## src/rtl/pp_pkg.sv

```systemverilog
package pp_pkg;
  localparam int unsigned BEAT_W    = 64;
  localparam int unsigned CHUNK_W   = 32;
  localparam int unsigned HASH_LSB  = 32;
  localparam int unsigned BMP_LSB   = 24;
  localparam int unsigned MODE_LSB  = 16;
  localparam int unsigned BIT_HASH  = 0;
  localparam int unsigned BIT_FLOW  = 1;
  localparam logic [7:0]  MODE_EXACT = 8'h01;
  localparam logic [31:0] CRC_POLY  = 32'h04C11DB7;

  typedef enum logic [1:0] {ST_RX, ST_HASH, ST_TX} pp_state_e;

  function automatic logic [31:0] crc32_word(input logic [31:0] c_in,
                                             input logic [31:0] d);
    logic [31:0] c;
    logic fb;
    c = c_in;
    for (int i = 31; i >= 0; i--) begin
      fb = c[31] ^ d[i];
      c  = {c[30:0], 1'b0};
      if (fb) c = c ^ CRC_POLY;
    end
    return c;
  endfunction
endpackage

```

## src/rtl/pp_pktbuf.sv

```systemverilog
module pp_pktbuf #(
  parameter int unsigned DEPTH = 33,
  parameter int unsigned WIDTH = 64,
  localparam int unsigned AW = $clog2(DEPTH + 1)
) (
  input  logic             clk,
  input  logic             wr_en,
  input  logic [AW-1:0]    wr_addr,
  input  logic [WIDTH-1:0] wr_data,
  input  logic [AW-1:0]    rd_addr,
  output logic [WIDTH-1:0] rd_data
);
  logic [WIDTH-1:0] mem_q [DEPTH];

  always_ff @(posedge clk) begin
    if (wr_en && (wr_addr < AW'(DEPTH))) mem_q[wr_addr] <= wr_data;
  end

  always_comb begin
    rd_data = '0;
    if (rd_addr < AW'(DEPTH)) rd_data = mem_q[rd_addr];
  end
endmodule

```

## src/rtl/pp_gather.sv

```systemverilog
module pp_gather #(
  parameter int unsigned NCHUNK = 8,
  parameter int unsigned OFF_W  = 6,
  localparam int unsigned IDX_W = OFF_W - 1
) (
  input  logic                         clk,
  input  logic                         rst_n,
  input  logic                         clr,
  input  logic                         cap_en,
  input  logic [IDX_W-1:0]             beat_idx,
  input  logic [63:0]                  beat_data,
  input  logic [NCHUNK*OFF_W-1:0]      cfg_off,
  input  logic [NCHUNK-1:0]            cfg_en,
  input  logic                         flow_mode,
  output logic [NCHUNK-1:0][31:0]      field
);
  logic [NCHUNK-1:0][31:0] chunk_q, chunk_d;

  for (genvar g = 0; g < NCHUNK; g++) begin : g_chunk
    logic [OFF_W-1:0] off_g;
    logic             hit;
    assign off_g = cfg_off[g*OFF_W +: OFF_W];
    assign hit   = cap_en && (off_g[OFF_W-1:1] == beat_idx);

    always_comb begin
      chunk_d[g] = chunk_q[g];
      if (clr)      chunk_d[g] = '0;
      else if (hit) chunk_d[g] = off_g[0] ? beat_data[31:0] : beat_data[63:32];
    end

    if (g == NCHUNK - 1) begin : g_last
      always_comb begin
        if (flow_mode)      field[g] = {chunk_q[g][31:16], 16'h0000};
        else if (cfg_en[g]) field[g] = chunk_q[g];
        else                field[g] = '0;
      end
    end else begin : g_mid
      assign field[g] = (flow_mode || cfg_en[g]) ? chunk_q[g] : '0;
    end
  end

  always_ff @(posedge clk or negedge rst_n) begin
    if (!rst_n) chunk_q <= '0;
    else if (clr || cap_en) chunk_q <= chunk_d;
  end


  chunk_hold_chk: assert property (@(posedge clk) disable iff (!rst_n)
    (!clr && !cap_en) |=> $stable(chunk_q));
endmodule

```

## src/rtl/pp_crc.sv

```systemverilog
module pp_crc (
  input  logic        clk,
  input  logic        rst_n,
  input  logic        init,
  input  logic        step,
  input  logic [31:0] din,
  output logic [31:0] crc
);
  import pp_pkg::*;
  logic [31:0] crc_q, crc_d;

  always_comb begin
    crc_d = crc_q;
    if (init)      crc_d = 32'hFFFF_FFFF;
    else if (step) crc_d = crc32_word(crc_q, din);
  end

  always_ff @(posedge clk or negedge rst_n) begin
    if (!rst_n) crc_q <= 32'hFFFF_FFFF;
    else if (init || step) crc_q <= crc_d;
  end

  assign crc = crc_q;


  crc_idle_chk: assert property (@(posedge clk) disable iff (!rst_n)
    (!init && !step) |=> $stable(crc_q));
endmodule

```

## src/rtl/bmp_preproc.sv

```systemverilog
module bmp_preproc #(
  parameter int unsigned NCHUNK = 8,
  parameter int unsigned OFF_W  = 6,
  localparam int unsigned PAY_BEATS = (1 << OFF_W) / 2,
  localparam int unsigned DEPTH     = PAY_BEATS + 1,
  localparam int unsigned AW        = $clog2(DEPTH + 1),
  localparam int unsigned HC_W      = $clog2(NCHUNK)
) (
  input  logic                    clk,
  input  logic                    rst_n,
  input  logic                    in_valid,
  output logic                    in_ready,
  input  logic                    in_sop,
  input  logic                    in_eop,
  input  logic [63:0]             in_data,
  input  logic [NCHUNK*OFF_W-1:0] cfg_chunk_off,
  input  logic [NCHUNK-1:0]       cfg_chunk_en,
  output logic                    out_valid,
  output logic                    out_sop,
  output logic                    out_eop,
  output logic [63:0]             out_data
);
  import pp_pkg::*;

  logic [1:0] rst_sync_q;
  logic       rst_ni;
  always_ff @(posedge clk or negedge rst_n) begin
    if (!rst_n) rst_sync_q <= 2'b00;
    else        rst_sync_q <= {rst_sync_q[0], 1'b1};
  end
  assign rst_ni = rst_sync_q[1];

  pp_state_e       state_q, state_d;
  logic [AW-1:0]   wr_cnt_q, wr_cnt_d, last_q, last_d, rd_cnt_q, rd_cnt_d;
  logic [HC_W-1:0] hcnt_q, hcnt_d;

  logic          accept, wr_en, pay_beat, hash_on, flow_on;
  logic [AW-1:0] wr_addr, pay_idx;
  logic [63:0]   rd_data;
  logic [NCHUNK-1:0][31:0] field;
  logic [31:0]   crc;
  logic [7:0]    bitmap;

  assign accept   = in_valid && in_ready;
  assign wr_addr  = in_sop ? '0 : wr_cnt_q;
  assign wr_en    = accept;
  assign pay_beat = accept && (wr_addr != '0) && (wr_addr <= AW'(PAY_BEATS));
  assign pay_idx  = wr_addr - AW'(1);

  pp_pktbuf #(.DEPTH(DEPTH), .WIDTH(64)) u_buf (
    .clk(clk), .wr_en(wr_en), .wr_addr(wr_addr), .wr_data(in_data),
    .rd_addr(rd_cnt_q), .rd_data(rd_data)
  );

  logic [63:0] hdr_q;
  always_ff @(posedge clk or negedge rst_ni) begin
    if (!rst_ni) hdr_q <= '0;
    else if (accept && wr_addr == '0) hdr_q <= in_data;
  end
  assign bitmap  = hdr_q[BMP_LSB +: 8];
  assign flow_on = bitmap[BIT_FLOW];
  assign hash_on = bitmap[BIT_HASH] || flow_on;

  pp_gather #(.NCHUNK(NCHUNK), .OFF_W(OFF_W)) u_gather (
    .clk(clk), .rst_n(rst_ni),
    .clr(accept && wr_addr == '0),
    .cap_en(pay_beat),
    .beat_idx(pay_idx[OFF_W-2:0]),
    .beat_data(in_data),
    .cfg_off(cfg_chunk_off),
    .cfg_en(cfg_chunk_en),
    .flow_mode(flow_on),
    .field(field)
  );

  pp_crc u_crc (
    .clk(clk), .rst_n(rst_ni),
    .init(accept && in_eop),
    .step(state_q == ST_HASH),
    .din(field[hcnt_q]),
    .crc(crc)
  );

  always_comb begin
    state_d  = state_q;
    wr_cnt_d = wr_cnt_q;
    last_d   = last_q;
    rd_cnt_d = rd_cnt_q;
    hcnt_d   = hcnt_q;
    unique case (state_q)
      ST_RX: begin
        if (accept) begin
          wr_cnt_d = wr_addr + AW'(1);
          if (in_eop) begin
            last_d  = (wr_addr < AW'(DEPTH)) ? wr_addr : AW'(DEPTH - 1);
            hcnt_d  = '0;
            state_d = ST_HASH;
          end
        end
      end
      ST_HASH: begin
        hcnt_d = hcnt_q + HC_W'(1);
        if (hcnt_q == HC_W'(NCHUNK - 1)) begin
          rd_cnt_d = '0;
          state_d  = ST_TX;
        end
      end
      ST_TX: begin
        rd_cnt_d = rd_cnt_q + AW'(1);
        if (rd_cnt_q == last_q) begin
          wr_cnt_d = '0;
          state_d  = ST_RX;
        end
      end
      default: state_d = ST_RX;
    endcase
  end

  always_ff @(posedge clk or negedge rst_ni) begin
    if (!rst_ni) begin
      state_q  <= ST_RX;
      wr_cnt_q <= '0;
      last_q   <= '0;
      rd_cnt_q <= '0;
      hcnt_q   <= '0;
    end else begin
      state_q  <= state_d;
      wr_cnt_q <= wr_cnt_d;
      last_q   <= last_d;
      rd_cnt_q <= rd_cnt_d;
      hcnt_q   <= hcnt_d;
    end
  end

  logic [63:0] hdr_out;
  always_comb begin
    hdr_out = rd_data;
    if (hash_on) hdr_out[HASH_LSB +: 32] = crc;
    if (flow_on) hdr_out[MODE_LSB +: 8]  = MODE_EXACT;
  end

  assign in_ready  = (state_q == ST_RX);
  assign out_valid = (state_q == ST_TX);
  assign out_sop   = out_valid && (rd_cnt_q == '0);
  assign out_eop   = out_valid && (rd_cnt_q == last_q);
  assign out_data  = !out_valid ? '0 : (rd_cnt_q == '0) ? hdr_out : rd_data;


  ready_busy_chk: assert property (@(posedge clk) disable iff (!rst_ni)
    !(in_ready && out_valid));

  tx_contig_chk: assert property (@(posedge clk) disable iff (!rst_ni)
    (out_valid && !out_eop) |=> out_valid);

  hash_pass_chk: assert property (@(posedge clk) disable iff (!rst_ni)
    (out_sop && !hash_on) |-> (out_data[63:32] == hdr_q[63:32]));

  mode_exact_chk: assert property (@(posedge clk) disable iff (!rst_ni)
    (out_sop && flow_on) |-> (out_data[23:16] == MODE_EXACT));

  hdr_keep_chk: assert property (@(posedge clk) disable iff (!rst_ni)
    out_sop |-> (out_data[31:24] == hdr_q[31:24] && out_data[15:0] == hdr_q[15:0]));
endmodule

```

## config.mk

```make
export PLATFORM = sky130hd
export DESIGN_NAME = bmp_preproc
export DESIGN_NICKNAME = d
export VERILOG_FILES = /design/src/rtl/pp_pkg.sv /design/src/rtl/pp_pktbuf.sv /design/src/rtl/pp_gather.sv /design/src/rtl/pp_crc.sv /design/src/rtl/bmp_preproc.sv
export SDC_FILE = /design/constraint.sdc
export NUM_CORES = 2
export LEC_CHECK = 0
export ABC_AREA = 1
export BUFFER_PORTS_ARGS = -buffer_cell sky130_fd_sc_hd__buf_2
export CAP_MARGIN = 20
export CORE_MARGIN = 2
export CORE_UTILIZATION = 35
export DETAILED_ROUTE_END_ITERATION = 8
export PLACE_DENSITY_LB_ADDON = 0.05
export SLEW_MARGIN = 20
export SYNTH_ARGS = -nofsm -noshare
export SYNTH_HDL_FRONTEND = slang
export SYNTH_SLANG_ARGS = --single-unit
```

## constraint.sdc

```tcl
create_clock -name clk -period 13.35 [get_ports clk]
set_input_delay 2.67 -clock clk [delete_from_list [all_inputs] [get_ports clk]]
set_output_delay 2.67 -clock clk [all_outputs]
set_load 0.01 [all_outputs]
```

==> results.toml <==
[outcome]
status = "complete, no violations"

[routing]
wl_per_cell_um = 30.4
wirelength_um = 407000
firstDrtPassIters = 6
vias = 76200
antenna_left = 0
drcViolationCount = 0
vias_per_cell = 5.68
drtIter0Drc = 8234

[setup_path]
criticalPathCategory = "flop to output port"
crit_fanout = 105
cp_cell_sequence = "inv_8, buf_4, buf_4, o21ai_0, o221ai_1, o211ai_1, nand4_1, o21ai_0, buf_4, nand2_1, o211ai_1, a21oi_1, buf_2"
startpoint_type = "flop"
crit_top_cell = "buf_4"
required_ns = 10.68
end_kind = "output port"
worstPathArrival_ns = 6.20
slowest_delay_ns = 0.86
crit_slowest_cell = "buf_4"

[floorplanning]
rows = 200
core_mm2 = 0.297
io_pins = 193
die_width_um = 550
die_area_mm2 = 0.303
die_h_um = 550
start_util_pct = 35.2

[synthesis]
synth-seq-cells = 2427
synth_cell_types = 56
syn_inst = 9208
synth-simple-area-share_pct = 12.7
syn-num-nets = 9341
ys_top_cells_by_area = "edfxtp_1 61%, dfrtp_1 6.8%, o21ai_0 6.5%, nor2_1 4.9%, nand2_1 3.8%"
synth_top_area_share_pct = 60.7
ys_async_sr_fraction_pct = 13.0
netlist_area_mm2 = 0.104
synth.avg_cell_area_um2 = 11.3
synth_xor_area_share_pct = 1.20
synth_edf_count = 2112
synthAdderAreaFrac_pct = 0.0958
synth_top_cell_by_area = "edfxtp_1"
synthMuxAreaShare_pct = 0.0766
synth_seq_area_share_pct = 68.3
synth_ff_type = "edfxtp_1"
synth-compound-area-share_pct = 13.7
yosysWarnings = 0
synth_top_family_by_area = "compound AO/OA/AOI/OAI gates"

[placement]
place.gp.congestion = 0.854
post-dp-hpwl_um = 225000
numPortBuffers = 192

[clocking]
numCtsBuffers = 280
htree_levels = 5
clock_latency_ns = 0.90
cts_buffer_depth = 4
hold_buffers = 0
cts_resized = 0
cts_tree = "built"
postCtsSetupBuffers = 0
cts-root-buf = "clkbuf_16"
path_clk_slew_ns = 0.06
clkSinkCount = 2427

[sta]
fin_crit_ns = 8.87
finClkSkew_ns = 0.0455
finalSetupTns_ns = 0
tightest_slew_ns = 1.26
slew_viol_final = 0
grt_setup_unrepaired = "false"
min_period_over_period_pct = 66.5
setup_violations = 0
max-slew-margin-rel_pct = 15.1
fmax_ghz = 0.113
final_hold_viol_count = 0

[global_routing]
grt-ovfl-total = 0
first_global_vias = 73200
grt_max_degree = 205
globalRouteTotalUtil_pct = 26.3
grt_pass1_wl_um = 571000
antenna_found_initial = 32

[final_layout]
nets = 9381
area_growth_pct = 13.3
final_core_util_pct = 39.8
fill_cells = 28300
drive_above_1_share_pct = 10.9

[run]
max_cap_violations = 0

[min_path]
hold_class = "flop to flop"
state kept, by name, indices dropped and copies added (netlist names):
register          cells
state_q               2
rst_sync_q            2
u_gather.chunk_q    256
rd_cnt_q              6
hdr_q                 2
u_buf.mem_q        2112
last_q                6
hcnt_q                3
u_crc.crc            32
wr_cnt_q              6
Yosys cell counts (39+ instances only):
cell type and n:
o211ai_1 102, xor2_1 91, edfxtp_1 2112, dfrtp_1 283, o21ai_0 1367, nand4_1 39
o32ai_1 114, inv_1 367, a21oi_1 104, o221ai_1 260, nand2_2 92, nand2_1 1068
clkbuf_1 550, xnor2_1 47, nor2_1 1370, buf_1 66, o22ai_1 401, nand3_1 527
routing by layer:
| layer | GRT usage (%) | vias to the layer above | wire [um] | share of wire (%) |
|---|---|---|---|---|
| met3 | 3.34 | 472 | 24300 | 6.0 |
| li1 | - | 33600 | - | - |
| met1 | 38.7 | 39300 | 188000 | 46 |
| met5 | 0 | - | 55 | 0.014 |
| met4 | 6.23 | 8 | 9510 | 2.3 |
| met2 | 41.2 | 2799 | 185000 | 45 |
cells by family (layout without fill, tap and decap cells):
| logic type | after synthesis | in the layout |
|---|---|---|
| compound gates | 2401 | 2401 |
| xor+xnor | 141 | 141 |
| fa+ha+maj | 8 | 8 |
| buf+inv | 1053 | 1309 |
| flops | 2427 | 2427 |
| mux | 8 | 8 |
| other cells | 1 | 11 |
| simple gates | 3169 | 3169 |
stage by stage:
stage / cells / hold WS, ns / cell area, um2 / setup WS, ns
3_3_place_gp: 12900 / 0.345 / 110000 / 5.44
4_1_cts: 13400 / 0.357 / 118000 / 4.41
2_1_floorplan: 9208 / 0.331 / 104000 / 2.82
5_1_grt: 13400 / 0.358 / 118000 / 4.24
6_report: 13400 / 0.354 / 118000 / 4.48
3_5_place_dp: 12900 / 0.340 / 110000 / 5.41
worst max-delay path, delay by kind of cell (launching register included):
kind / cells / cell delay, ns
buffers and inverters: 5 / 2.69
DFF: 1 / 0.69
AOI/OAI and AO/OA: 6 / 1.65
and+or+nand+nor: 2 / 0.18
cell type report:
class / instances / area, um2 / area share [%]
flip-flops and latches: 2427 / 71400 / 60.3
multi-input cells: 5728 / 29400 / 24.8
clock buffers: 384 / 7590 / 6.42
well taps: 3939 / 4930 / 4.16
repair buffers: 400 / 2660 / 2.24
inverters: 411 / 1600 / 1.35
clock inverters: 114 / 786 / 0.664
diodes: 10 / 25.0 / 0.0211
layout by cell type (no fill, tap or decap), drive strengths merged, types with 10 or more instances in the layout:
cell type,netlist,final
a21oi,104,104
xnor2,48,48
o211ai,102,102
o32ai,114,114
clkinv,10,96
a31oi,10,10
nand2,1186,1186
xor2,93,93
clkbuf,550,384
o22ai,401,401
o221ai,260,260
nand4,39,39
nand3,538,538
o21ai,1377,1377
inv,400,420
buf,92,400
dfrtp,283,283
dfstp,32,32
nand3b,12,12
edfxtp,2112,2112
diode,0,10
nor2,1380,1380
final timing paths:
check	startpoint	endpoint	slack [ns]	cells after the start
max in group asynchronous	rst_sync_q[1]	u_crc.crc[5]	10.86	3
hold / removal	rst_sync_q[0]	rst_sync_q[1]	0.35	0
hold reg to reg	rst_sync_q[0]	rst_sync_q[1]	0.35	0
setup reg to reg	hcnt_q[1]	u_crc.crc[1]	7.25	31
setup / recovery	rd_cnt_q[1]	out_data[51]	4.48	13
min in group asynchronous	rst_sync_q[1]	wr_cnt_q[2]	0.36	0
Power is not shown: default switching activity piles up to over one toggle a cycle in this logic, so the estimate is an artifact.
